--- src/rtl/mpn_pkg.sv ---
package mpn_pkg;

    typedef enum logic [3:0] {
        ST_IDLE,
        ST_WR_CMD,
        ST_WR_BEAT,
        ST_WR_CMDACK,
        ST_WR_DATACK,
        ST_RD_CMD,
        ST_RD_CMDACK,
        ST_RD_WAIT,
        ST_RD_RESP
    } seq_state_e;

    function automatic int piece_bits(input int ratio);
        return (ratio > 1) ? $clog2(ratio) : 1;
    endfunction

endpackage

--- src/rtl/mpn_lane_select.sv ---
module mpn_lane_select #(
    parameter int RATIO  = 2,
    parameter int LANE_W = 32,
    localparam int PW    = mpn_pkg::piece_bits(RATIO)
) (
    input  logic [RATIO*LANE_W-1:0] wide,
    input  logic [PW-1:0]           sel,
    output logic [LANE_W-1:0]       narrow
);

    logic [LANE_W-1:0] lanes [RATIO];

    for (genvar k = 0; k < RATIO; k++) begin : g_lane
        assign lanes[k] = wide[k*LANE_W +: LANE_W];
    end

    always_comb begin
        narrow = '0;
        for (int k = 0; k < RATIO; k++) begin
            if (int'(sel) == k) begin
                narrow = lanes[k];
            end
        end
    end

endmodule

--- src/rtl/mpn_gather.sv ---
module mpn_gather #(
    parameter int RATIO  = 2,
    parameter int LANE_W = 32,
    localparam int CW    = $clog2(RATIO + 1)
) (
    input  logic                    clk,
    input  logic                    rst,
    input  logic                    clr,
    input  logic                    beat_take,
    input  logic [LANE_W-1:0]       beat_data,
    output logic                    full,
    output logic [RATIO*LANE_W-1:0] wide
);

    localparam logic [CW-1:0] FULL_CNT = CW'(RATIO);

    logic [CW-1:0] cnt;

    assign full = (cnt == FULL_CNT);

    always_ff @(posedge clk) begin
        if (rst || clr) begin
            cnt <= '0;
        end else if (beat_take) begin
            cnt <= cnt + 1'b1;
        end
    end

    for (genvar k = 0; k < RATIO; k++) begin : g_slot
        always_ff @(posedge clk) begin
            if (rst) begin
                wide[k*LANE_W +: LANE_W] <= '0;
            end else if (beat_take && (int'(cnt) == k)) begin
                wide[k*LANE_W +: LANE_W] <= beat_data;
            end
        end
    end

    // a completed word is not disturbed until cleared
    assert_packed_stable_R7: assert property (@(posedge clk) disable iff (rst)
        (full && !clr) |=> $stable(wide));

endmodule

--- src/rtl/mpn_sequencer.sv ---
module mpn_sequencer
    import mpn_pkg::*;
#(
    parameter int RATIO  = 2,
    parameter int ADDR_W = 32,
    localparam int PW    = piece_bits(RATIO)
) (
    input  logic              clk,
    input  logic              rst,
    input  logic              u_cmd_valid,
    input  logic              u_cmd_we,
    input  logic [ADDR_W-1:0] u_cmd_addr,
    input  logic              u_wdat_valid,
    input  logic              u_rdat_ready,
    input  logic              n_cmd_ready,
    input  logic              n_wdat_ready,
    input  logic              gather_full,
    output logic              u_cmd_ready,
    output logic              u_wdat_ready,
    output logic              u_rdat_valid,
    output logic              n_cmd_valid,
    output logic              n_cmd_we,
    output logic [ADDR_W-1:0] n_cmd_addr,
    output logic              n_wdat_valid,
    output logic [PW-1:0]     piece,
    output logic              gather_en,
    output logic              gather_clr
);

    localparam logic [PW-1:0] LAST_P = PW'(RATIO - 1);

    seq_state_e state, state_nx;
    logic       piece_last;
    logic       piece_step;

    assign piece_last = (piece == LAST_P);
    assign piece_step = ((state == ST_WR_BEAT) && n_wdat_ready) ||
                        ((state == ST_RD_CMD) && n_cmd_ready);

    always_ff @(posedge clk) begin
        if (rst) begin
            state <= ST_IDLE;
        end else begin
            state <= state_nx;
        end
    end

    always_ff @(posedge clk) begin
        if (rst || state == ST_IDLE) begin
            piece <= '0;
        end else if (piece_step) begin
            piece <= piece_last ? '0 : piece + 1'b1;
        end
    end

    always_comb begin
        state_nx = state;
        unique case (state)
            ST_IDLE: begin
                if (u_cmd_valid) begin
                    if (!u_cmd_we) begin
                        state_nx = ST_RD_CMD;
                    end else if (u_wdat_valid) begin
                        state_nx = ST_WR_CMD;
                    end
                end
            end
            ST_WR_CMD:    if (n_cmd_ready) state_nx = ST_WR_BEAT;
            ST_WR_BEAT:   if (n_wdat_ready) state_nx = piece_last ? ST_WR_CMDACK : ST_WR_CMD;
            ST_WR_CMDACK: state_nx = ST_WR_DATACK;
            ST_WR_DATACK: state_nx = ST_IDLE;
            ST_RD_CMD:    if (n_cmd_ready && piece_last) state_nx = ST_RD_CMDACK;
            ST_RD_CMDACK: state_nx = ST_RD_WAIT;
            ST_RD_WAIT:   if (gather_full) state_nx = ST_RD_RESP;
            ST_RD_RESP:   if (u_rdat_ready) state_nx = ST_IDLE;
            default:      state_nx = ST_IDLE;
        endcase
    end

    always_comb begin
        u_cmd_ready  = 1'b0;
        u_wdat_ready = 1'b0;
        u_rdat_valid = 1'b0;
        n_cmd_valid  = 1'b0;
        n_cmd_we     = 1'b0;
        n_wdat_valid = 1'b0;
        gather_en    = 1'b0;
        gather_clr   = 1'b0;
        unique case (state)
            ST_IDLE:      gather_clr = 1'b1;
            ST_WR_CMD:    begin n_cmd_valid = 1'b1; n_cmd_we = 1'b1; end
            ST_WR_BEAT:   n_wdat_valid = 1'b1;
            ST_WR_CMDACK: u_cmd_ready = 1'b1;
            ST_WR_DATACK: u_wdat_ready = 1'b1;
            ST_RD_CMD:    begin n_cmd_valid = 1'b1; gather_en = 1'b1; end
            ST_RD_CMDACK: begin u_cmd_ready = 1'b1; gather_en = 1'b1; end
            ST_RD_WAIT:   gather_en = 1'b1;
            ST_RD_RESP:   u_rdat_valid = 1'b1;
            default:      gather_clr = 1'b1;
        endcase
    end

    always_comb begin
        n_cmd_addr = (u_cmd_addr * ADDR_W'(RATIO)) + ADDR_W'(piece);
    end

    assert_quiet_after_reset_R1: assert property (@(posedge clk) disable iff (rst)
        $past(rst) |-> !(n_cmd_valid || n_wdat_valid || u_rdat_valid || u_cmd_ready || u_wdat_ready));

    assert_cmd_hold_R5: assert property (@(posedge clk) disable iff (rst)
        (n_cmd_valid && !n_cmd_ready) |=> (n_cmd_valid && $stable(n_cmd_addr) && $stable(n_cmd_we)));

    assert_beat_hold_R5: assert property (@(posedge clk) disable iff (rst)
        (n_wdat_valid && !n_wdat_ready) |=> (n_wdat_valid && $stable(piece)));

    assert_beat_follows_cmd_R3: assert property (@(posedge clk) disable iff (rst)
        (n_cmd_valid && n_cmd_ready && n_cmd_we) |=> n_wdat_valid);

    assert_data_ack_follows_R4: assert property (@(posedge clk) disable iff (rst)
        (u_cmd_ready && !gather_en) |=> u_wdat_ready);

    assert_word_complete_R7: assert property (@(posedge clk) disable iff (rst)
        u_rdat_valid |-> gather_full);

    assert_no_write_without_data_R9: assert property (@(posedge clk) disable iff (rst)
        ((state == ST_IDLE) && u_cmd_valid && u_cmd_we && !u_wdat_valid) |=> !n_cmd_valid);

endmodule

--- src/rtl/mem_port_narrower.sv ---
module mem_port_narrower #(
    parameter int USER_W   = 64,
    parameter int NATIVE_W = 32,
    parameter int ADDR_W   = 32,
    localparam int RATIO   = USER_W / NATIVE_W,
    localparam int UBE_W   = USER_W / 8,
    localparam int NBE_W   = NATIVE_W / 8,
    localparam int PW      = mpn_pkg::piece_bits(RATIO)
) (
    input  logic                clk,
    input  logic                rst,
    input  logic                u_cmd_valid,
    output logic                u_cmd_ready,
    input  logic                u_cmd_we,
    input  logic [ADDR_W-1:0]   u_cmd_addr,
    input  logic                u_wdat_valid,
    output logic                u_wdat_ready,
    input  logic [USER_W-1:0]   u_wdat_data,
    input  logic [UBE_W-1:0]    u_wdat_be,
    output logic                u_rdat_valid,
    input  logic                u_rdat_ready,
    output logic [USER_W-1:0]   u_rdat_data,
    output logic                n_cmd_valid,
    input  logic                n_cmd_ready,
    output logic                n_cmd_we,
    output logic [ADDR_W-1:0]   n_cmd_addr,
    output logic                n_wdat_valid,
    input  logic                n_wdat_ready,
    output logic [NATIVE_W-1:0] n_wdat_data,
    output logic [NBE_W-1:0]    n_wdat_be,
    input  logic                n_rdat_valid,
    output logic                n_rdat_ready,
    input  logic [NATIVE_W-1:0] n_rdat_data
);

    if ((NATIVE_W % 8 != 0) || (USER_W < NATIVE_W) || (USER_W % NATIVE_W != 0)) begin : g_bad_cfg
        $error("mem_port_narrower: user width must be a whole multiple of a byte-sized native width");
    end

    logic [PW-1:0] piece;
    logic          gather_en;
    logic          gather_clr;
    logic          gather_full;
    logic          beat_take;

    assign n_rdat_ready = gather_en && !gather_full;
    assign beat_take    = n_rdat_valid && n_rdat_ready;

    mpn_sequencer #(
        .RATIO  (RATIO),
        .ADDR_W (ADDR_W)
    ) u_seq (
        .clk          (clk),
        .rst          (rst),
        .u_cmd_valid  (u_cmd_valid),
        .u_cmd_we     (u_cmd_we),
        .u_cmd_addr   (u_cmd_addr),
        .u_wdat_valid (u_wdat_valid),
        .u_rdat_ready (u_rdat_ready),
        .n_cmd_ready  (n_cmd_ready),
        .n_wdat_ready (n_wdat_ready),
        .gather_full  (gather_full),
        .u_cmd_ready  (u_cmd_ready),
        .u_wdat_ready (u_wdat_ready),
        .u_rdat_valid (u_rdat_valid),
        .n_cmd_valid  (n_cmd_valid),
        .n_cmd_we     (n_cmd_we),
        .n_cmd_addr   (n_cmd_addr),
        .n_wdat_valid (n_wdat_valid),
        .piece        (piece),
        .gather_en    (gather_en),
        .gather_clr   (gather_clr)
    );

    mpn_lane_select #(
        .RATIO  (RATIO),
        .LANE_W (NATIVE_W)
    ) u_data_sel (
        .wide   (u_wdat_data),
        .sel    (piece),
        .narrow (n_wdat_data)
    );

    mpn_lane_select #(
        .RATIO  (RATIO),
        .LANE_W (NBE_W)
    ) u_be_sel (
        .wide   (u_wdat_be),
        .sel    (piece),
        .narrow (n_wdat_be)
    );

    mpn_gather #(
        .RATIO  (RATIO),
        .LANE_W (NATIVE_W)
    ) u_gather (
        .clk       (clk),
        .rst       (rst),
        .clr       (gather_clr),
        .beat_take (beat_take),
        .beat_data (n_rdat_data),
        .full      (gather_full),
        .wide      (u_rdat_data)
    );

    assert_rdat_hold_R7: assert property (@(posedge clk) disable iff (rst)
        (u_rdat_valid && !u_rdat_ready) |=> (u_rdat_valid && $stable(u_rdat_data)));

    assert_no_beat_when_idle_R8: assert property (@(posedge clk) disable iff (rst)
        (n_rdat_ready |-> !u_rdat_valid));

endmodule

--- config.mk ---
export PLATFORM = sky130hd
export DESIGN_NAME = mem_port_narrower
export DESIGN_NICKNAME = d
export VERILOG_FILES = /design/src/rtl/mpn_pkg.sv /design/src/rtl/mpn_lane_select.sv /design/src/rtl/mpn_gather.sv /design/src/rtl/mpn_sequencer.sv /design/src/rtl/mem_port_narrower.sv
export SDC_FILE = /design/constraint.sdc
export NUM_CORES = 1
export LEC_CHECK = 0
export CAP_MARGIN = 10
export CORE_ASPECT_RATIO = 1.2
export CORE_UTILIZATION = 30
export DETAILED_ROUTE_END_ITERATION = 16
export PLACE_DENSITY = 0.71
export SYNTH_ARGS = -nofsm -noshare
export SYNTH_HDL_FRONTEND = slang
export SYNTH_HIERARCHICAL = 1
export SYNTH_SLANG_ARGS = --single-unit
--- constraint.sdc ---
create_clock -name clk -period 3.4 [get_ports clk]
set_clock_uncertainty 0.15 [all_clocks]
set_input_delay 0.68 -clock clk [delete_from_list [all_inputs] [get_ports clk]]
set_output_delay 0.68 -clock clk [all_outputs]
set_load 0.05 [all_outputs]
# After elaboration in Yosys (flattened, before gate mapping)

Index checks and enable logic that the tools add are counted.

Add/sub/neg operators: 3
Equality and inequality tests: 17
Multiplexer cells: 21
Reductions and logical operators: 18

Operators by type and width:

| kind                                                | count |
|---|---|
| two-way mux 4 bit                                   | 9 |
| adder 32 x 1 -> 32 bit                              | 1 |
| two-way mux 32 bit                                  | 1 |
| one-hot mux 4 bit (8 select lines)                  | 1 |
| equality test 4 x 3 -> 1 bit, second input constant | 4 |
| != test 2 bit, second input constant                | 6 |
| two-way mux 1 bit                                   | 9 |
| equality test 4 x 2 -> 1 bit, second input constant | 2 |
| OR reduction 8 bit                                  | 1 |
| logical AND 1 bit                                   | 7 |
| AND reduction 7 bit                                 | 1 |
| equality test 2 bit, second input constant          | 2 |
| equality test 4 x 1 -> 1 bit, second input constant | 1 |
| equality test 4 bit, second input constant          | 1 |
| logical NOT 4 bit                                   | 1 |
| OR reduction 2 bit                                  | 2 |
| logical OR 1 bit                                    | 3 |
| != test 3 bit, second input constant                | 1 |
| OR reduction 3 bit                                  | 1 |
| adder 2 x 1 -> 2 bit, second input constant         | 1 |
| logical NOT 2 bit                                   | 1 |
| two-way mux 2 bit                                   | 1 |
| adder 1 bit, second input constant                  | 1 |
| logical NOT 1 bit                                   | 1 |

Register bits after elaboration: 71
Input port bits: 145
Output and inout bits: 139
Word-level logic and storage cells: 64

# Depth between registers and ports, before layout

Gate-level depths: netlist of run 1.

Depth after elaboration: 6
Depth in mapped cells: 9
Depth with buffers taken out: 6

# Modules after synthesis

The synthesis of run 1 kept the hierarchy.

By module, submodules not included:

| module                       | instances | cells an instance | area an instance (um^2) | seq. area each (um^2) |
|---|---|---|---|---|
| mpn_gather                   | 1         | 256               | 2772.7                  | 1321.3 |
| mpn_sequencer                | 1         | 90                | 669.4                   | 100.1 |
| mpn_lane_select (u_data_sel) | 1         | 36                | 544.3                   | 0.0 |
| mpn_lane_select (u_be_sel)   | 1         | 4                 | 45.0                    | 0.0 |
| mem_port_narrower            | 1         | 2                 | 15.0                    | 0.0 |

# Worst setup path after synthesis of run 1

No wires, ideal clock.

Kind: register -> output
From: register u_seq.state[2]
To: output u_wdat_ready
Arrival time: 1.763 ns
Data required time: 2.570 ns
Path slack: 0.807 ns
Cell stages (with the launch flop): 5
Buffers on the path: 2
Path through: dfxtp_1 buf_2 buf_2 nand2b_1 nor3_1

Longest elaborated chain between the ends: 2

Ends and longest elaborated chain:

| element                      | RTL line                | text |
|---|---|---|
| start, declared              | mpn_sequencer.sv:32     | `seq_state_e state, state_nx;` |
| start signal, assigned       | mpn_sequencer.sv:44     | `state <= state_nx;` |
| equality test 4 x 3 -> 1 bit | mpn_sequencer.sv:89     | `unique case (state)` |
| two-way mux 1 bit            | mpn_sequencer.sv:89     |  |
| end, declared                | mem_port_narrower.sv:17 | `output logic u_wdat_ready,` |

Every way passes these cells.

# Worst setup path after layout of run 1

From: register u_seq.piece
To: output n_wdat_be[0]

Longest elaborated chain between the ends: 1

Ends and longest elaborated chain:

| element                | RTL line                | text |
|---|---|---|
| start, declared        | mpn_sequencer.sv:25     | `output logic [PW-1:0] piece,` |
| start signal, assigned | mpn_sequencer.sv:52     | `piece <= piece_last ? '0 : piece + 1'b1;` |
| two-way mux 4 bit      | mpn_lane_select.sv:20   | `if (int'(sel) == k) begin` |
| end, declared          | mem_port_narrower.sv:30 | `output logic [NBE_W-1:0] n_wdat_be,` |

Every way passes these cells.

==> flow_summary.ini, run 1 <==
[route]
postRouteAntennaNets = 0
vias_per_cell = 4.57
drc_errors = 0
drt_pass1_iterations = 4
drt_first_iter_violations = 131
avgRoutedWirePerCell_um = 17.1
vias = 3399
route.final.wire_length_um = 12700

[synth]
ys_types = 37
synth_area_sq_um = 4050
netlist.top_cell.by_area = sky130_fd_sc_hd__dfxtp_1
most_common_cell_in_the_netlist = sky130_fd_sc_hd__nand2b_1
postSynthCellCount = 388
post_synth_xor_area_fraction_pct = 0.866
synth_flop_cell = sky130_fd_sc_hd__dfxtp_1
yosys-top-cells-area = sky130_fd_sc_hd__dfxtp_1, sky130_fd_sc_hd__mux2i_1, sky130_fd_sc_hd__nand2b_1
synth_enable_flop_cells = 0
synth-adder-area-share_pct = 0.928
synth_simple_gate_area_share_pct = 19.4
synth_top_area_share_pct = 35.1
yosysWarningCount = 6
syn_nets = 536
netlist_top_cells_count = sky130_fd_sc_hd__nand2b_1, sky130_fd_sc_hd__dfxtp_1, sky130_fd_sc_hd__mux2i_1
synth-compound-area-share_pct = 2.91
avgSynthCellArea_sq_um = 10.4
synthArstFlopShare_pct = 0
synth_top_family_by_area = multiplexers
synthMuxAreaShare_pct = 29.1
yosysSeqAreaShare_pct = 35.1
synth_seq_cells = 71

[clocking]
clock_path_buffers = 2
cts_tree = done
clock_insertion_delay_worst_skew_ns = 0.33
cts_buffers = 9
post-cts-setup-buffer-count = 0
cts-htree-levels = 3
holdBufCountCts = 0
clock-sinks = 71
cts_repair_resize_count = 0
cts_root_buffer = sky130_fd_sc_hd__clkbuf_16
clk_transition_reported_paths_ns = 0.06

[sta]
worst_hold_slack_ns = 0.323
worstMarginPinSlew_ns = 0.747
timing.final.crit_share_pct = 89.0
finalWorstPathRequiredPeriod_ns = 3.02
setup_total_negative_slack_ns = 0
maxSlewHeadroom_pct = 50.1
final_critical_path_setup_slack_ns = 0.376
final_hold_viol_count = 0
rsz_0062_raised_after_global_routing = no
finalMaxSlewViolations = 0
fmax_mhz = 331
finalSetupViolCount = 0

[global_routing]
initial_antenna_violation_count = 0
globalRouteOverflowTotal = 0
grt_start_max_net_pins = 49
first_pass_grt_wire_length_um = 18400
groute.usage.overall_pct = 17.8
grt_pass1_vias = 3435

[setup_path]
max_stage_delay_ns = 0.71
path_class = register to primary output
critPathLaunchType = register
r2r_setup_slack_ns = 1.27
critPathArrivalTime_ns = 2.19
endpoint_kind = primary output
reg2reg_from = u_seq/state[1]
critPathRequiredTime_ns = 2.57
timing.critical_path.cells = buf_12 > mux2_2 > clkdlybuf4s50_1
worst_r2r_endpoint = u_gather/wide[25]
path_max_fanout = 15
r2r_cells = 5
cp_slowest_cell = sky130_fd_sc_hd__clkdlybuf4s50_1

[floorplan]
fp.coreArea_sq_um = 13200
dieHeight_um = 129
die_width_um = 108
total_die_area_sq_um = 14000
initial_utilization_pct = 30.7
io_pins = 284
core.rowCount = 46

[placed_design]
hpwl_um = 10200
placed_cells_incl_taps = 728
routabilityCongestion = 0.767
place.port_buffers = 220
dpl-instance-area_sq_um = 6060
place_worst_setup_slack_ns = 0.458

[power]
register_share_of_total_power_pct = 31.0
p_total_mw = 2.86
power_frac_clock_pct = 38.2
cellLeakagePower_nw = 2.54
switching_power_total_mw = 0.876
sw_share_pct = 30.6
vdd.ir_drop.worst_v = 0.000236
p_comb_share_pct = 30.8
p_int_mw = 1.99
power_per_unit_of_standard_cell_area_nw_per_um2 = 447

[hold_path]
holdCritStartpoint = u_gather/wide[63]
cells_on_worst_hold_path = 2
worst_hold_path.endpoint = u_gather/wide[63]
min_path_type = register to register

[final_layout]
multi_input_comb_area_sq_um = 2150
layout.filler_cells = 1239
fin_util_pct = 48.6
area.growth.synth_to_final_pct = 58.3
design_area_sq_um = 6400
layout-drive-gt1-share_pct = 13.6
number_of_antenna_repair_diodes = 0
final_cells = 743
final_nets = 719
register_area_sq_um = 1420

[run]
cap_viol_max_count = 0

[status]
outcome = finished, final reports clean
cells by family after synthesis:
kind of cell / after synthesis
AND/OR/NAND/NOR: 128
multiplexers: 102
flip-flops: 71
buffers and inverters: 63
AO/OA/AOI/OAI: 17
XOR/XNOR: 4
adder cells (fa/ha/maj): 3
metal layers:
| layer | vias to the layer above | global-route usage [%] | part of all wire [%] |
|---|---|---|---|
| met5 | - | 0 | 0 |
| met4 | 0 | 6.93 | 2.4 |
| met3 | 39 | 4.88 | 7.3 |
| met2 | 140 | 31.1 | 50 |
| met1 | 1595 | 20.5 | 40 |
| li1 | 1625 | - | - |
worst max-delay path, delay by kind of cell (launching register included):
family,cells,cell delay [ns]
buf+inv,2,0.93
flops,1,0.58
mux,1,0.36
power by group through the flow:
stage | clock, mW | combinational, mW | sequential [mW]
after floorplan | 0 | 0.595 | 0.956
after global placement | 0 | 0.875 | 0.903
after detailed placement | 0 | 0.886 | 0.905
after CTS | 1.12 | 0.889 | 0.887
after global routing | 1.15 | 0.929 | 0.890
final | 1.09 | 0.884 | 0.887
worst max path at each step:
stage / start / to
finish: u_seq/piece / n_wdat_be[0]
global placement: u_wdat_data[16] / n_wdat_data[16]
detailed placement: u_wdat_data[16] / n_wdat_data[16]
floorplan: u_seq/state[2] / u_wdat_ready
global route: u_seq/piece / n_wdat_be[0]
CTS: u_seq/piece / n_wdat_be[0]
cell type report:
| cell class | instances | area share, % |
|---|---|---|
| sequential | 71 | 22.2 |
| clock buffer | 10 | 3.73 |
| clock inverter | 5 | 1.66 |
| timing repair buffer | 230 | 35.2 |
| multi-input combinational | 254 | 33.6 |
| inverter | 5 | 0.293 |
| tap | 168 | 3.28 |
sequential cells by signal, summed over array words and instances (netlist names):
signal	count
u_gather/wide	64
u_seq/state	4
u_seq/piece	1
u_gather/cnt	2
placed cells by master, fill, tap and decap left out, types with 2 or more instances in the layout:
| cell type | count |
|---|---|
| sky130_fd_sc_hd__mux2_4 | 30 |
| sky130_fd_sc_hd__ha_1 | 3 |
| sky130_fd_sc_hd__inv_1 | 5 |
| sky130_fd_sc_hd__dfxtp_1 | 70 |
| sky130_fd_sc_hd__buf_4 | 22 |
| sky130_fd_sc_hd__and2_1 | 3 |
| sky130_fd_sc_hd__nor2b_1 | 3 |
| sky130_fd_sc_hd__nor2_1 | 5 |
| sky130_fd_sc_hd__clkdlybuf4s50_1 | 206 |
| sky130_fd_sc_hd__nand2b_1 | 99 |
| sky130_fd_sc_hd__mux2i_1 | 66 |
| sky130_fd_sc_hd__mux2_2 | 6 |
| sky130_fd_sc_hd__and3b_1 | 2 |
| sky130_fd_sc_hd__clkbuf_16 | 9 |
| sky130_fd_sc_hd__o21ai_1 | 2 |
| sky130_fd_sc_hd__nand2_1 | 3 |
| sky130_fd_sc_hd__a21oi_2 | 2 |
| sky130_fd_sc_hd__nor3_1 | 8 |
| sky130_fd_sc_hd__bufinv_16 | 3 |
| sky130_fd_sc_hd__a21oi_1 | 5 |
| sky130_fd_sc_hd__xnor2_1 | 3 |
Power figures use the tool's default switching activity.
==> inputs of run 2 (changes only) <==
CORE_ASPECT_RATIO = 0.8   (was 1.2)
==> run 2 against run 1 <==
Compared with the run above:
- critical path depth unchanged
- combinational power decreased by 5.9%
- worst setup slack got worse by 0.20 ns
- register-to-register slack got worse by 0.23 ns
- worst hold slack got worse by 0.0023 ns
- power decreased by 8.0%
- highest routed layer unchanged
==> flow_summary.ini, run 2 (synthesis gave the netlist of run 1 again) <==
[sta]
maxSlewHeadroom_pct = 49.0
rsz_0062_raised_after_global_routing = no
finalWorstPathRequiredPeriod_ns = 3.22
fmax_mhz = 310
final_critical_path_setup_slack_ns = 0.176
finalSetupViolCount = 0
final_hold_viol_count = 0
timing.final.crit_share_pct = 94.8
finalMaxSlewViolations = 0
setup_total_negative_slack_ns = 0
worstMarginPinSlew_ns = 0.763

[route]
vias = 3334
drt_pass1_iterations = 4
postRouteAntennaNets = 0
avgRoutedWirePerCell_um = 17.3
vias_per_cell = 4.46
drt_first_iter_violations = 102
drc_errors = 0
route.final.wire_length_um = 13000

[clocking]
cts_tree = done
cts_root_buffer = sky130_fd_sc_hd__clkbuf_16
holdBufCountCts = 0
cts_repair_resize_count = 0
clock-sinks = 71
clock_path_buffers = 2
cts_buffers = 9
post-cts-setup-buffer-count = 0
clock_insertion_delay_worst_skew_ns = 0.32
cts-htree-levels = 3
clk_transition_reported_paths_ns = 0.05

[hold_path]
worst_hold_path.endpoint = u_gather/wide[31]
min_path_type = register to register
cells_on_worst_hold_path = 2
holdCritStartpoint = u_gather/wide[31]

[floorplan]
die_width_um = 132
fp.coreArea_sq_um = 13000
total_die_area_sq_um = 14000
core.rowCount = 37
dieHeight_um = 106
io_pins = 284
initial_utilization_pct = 31.1

[run]
cap_viol_max_count = 0

[setup_path]
r2r_setup_slack_ns = 1.04
worst_r2r_endpoint = u_gather/wide[27]
timing.critical_path.cells = or3b_1 > nor2_1 > clkdlybuf4s50_1
critPathLaunchType = register
path_max_fanout = 17
cp_slowest_cell = sky130_fd_sc_hd__clkdlybuf4s50_1
endpoint_kind = primary output
critPathArrivalTime_ns = 2.39
max_stage_delay_ns = 0.82
timing.critical_path.max_delay_family = buffers and inverters
critPathRequiredTime_ns = 2.57
reg2reg_from = u_seq/state[2]
r2r_cells = 5
cp-startpoint = u_seq/state[0]
cp.buffers_inverters = 1
path_class = register to primary output

[placed_design]
hpwl_um = 10300
place_worst_setup_slack_ns = 0.455
routabilityCongestion = 0.875
place.port_buffers = 220
placed_cells_incl_taps = 732

[final_layout]
area.growth.synth_to_final_pct = 56.4
register_area_sq_um = 1420
final_cell_mix = sky130_fd_sc_hd__clkdlybuf4s50_1, sky130_fd_sc_hd__nand2b_1, sky130_fd_sc_hd__dfxtp_1
number_of_antenna_repair_diodes = 0
multi_input_comb_area_sq_um = 2150
layout-drive-gt1-share_pct = 14.0
final_cells = 747
mostFrequentLayoutCell = sky130_fd_sc_hd__clkdlybuf4s50_1
registers_with_the_most_flip_flops = u_gather/wide x64, u_seq/state x4, u_gather/cnt x2
register_with_the_highest_flop_count = u_gather/wide
layout.filler_cells = 1217
largest_register_ffs = 64
final_nets = 716

[power]
cellLeakagePower_nw = 2.50
vdd.ir_drop.worst_v = 0.000220
power_per_unit_of_standard_cell_area_nw_per_um2 = 416

[global_routing]
groute.usage.overall_pct = 18.7
globalRouteOverflowTotal = 0
grt_start_max_net_pins = 63
first_pass_grt_wire_length_um = 19700
initial_antenna_violation_count = 0
grt_pass1_vias = 3593

[status]
outcome = finished, final reports clean
## run 2: cell count changes in the layout (fill, tap and decap cells not counted), sizes merged
cell	previous run	this run
clkinv	1	2
bufinv	3	0
clkbuf	10	12
clkdlybuf4s50	206	201
buf	24	26
## run 2: report_power, final
| group | switching [mW] | internal (mW) | total, mW |
|---|---|---|---|
| logic | 0.452 | 0.380 | 0.832 |
| clock network | 0.333 | 0.546 | 0.879 |
| registers | 0.0608 | 0.862 | 0.923 |
## run 2: cell type report
| cell class | count | area share [%] |
|---|---|---|
| multi-input combinational | 254 | 34.0 |
| clock buffer | 12 | 4.21 |
| sequential | 71 | 22.5 |
| clock inverter | 3 | 0.277 |
| inverter | 5 | 0.297 |
| timing repair buffer | 227 | 35.2 |
| tap | 175 | 3.46 |
## run 2: routing by layer
layer,vias to the layer above,GRT usage (%),part of all wire [%]
li1,1620,-,-
met5,-,0,0
met3,36,6.93,7.4
met2,111,33.1,51
met4,0,8.72,3.8
met1,1567,19.7,38
## run 2: stage by stage
stage               utilization [%]  hold slack, ns  cell area (sq um)  power (mW)
floorplan                         -           0.363               4050        1.55
global placement               46.5           0.308               6040        1.76
detailed placement             46.5           0.316               6040        1.77
CTS                            48.6           0.325               6330        2.68
global route                   48.6           0.344               6330        2.74
finish                         48.6           0.321               6330        2.63
## run 2: worst min-delay path, stage by stage, from the launching register on
cell and delay [ns]:
sky130_fd_sc_hd__dfxtp_1 0.31, sky130_fd_sc_hd__nand2b_1 0.06, sky130_fd_sc_hd__mux2i_1 0.05
## run 2: how the worst max path moves through the flow
stage | slack [ns] | cells after the start | to
floorplan | 0.81 | 4 | u_wdat_ready
CTS | 0.18 | 3 | n_cmd_we
global route | 0.11 | 3 | n_cmd_we
global placement | 0.45 | 3 | n_wdat_data[5]
finish | 0.18 | 3 | n_cmd_we
detailed placement | 0.45 | 3 | n_wdat_data[5]
==> inputs of run 3 (changes only) <==
ABC_CLOCK_PERIOD_IN_PS = 3400   (was unset)
==> results of run 3 <==
Same layout as run 2: the final DEF is identical, and so are final timing and power.
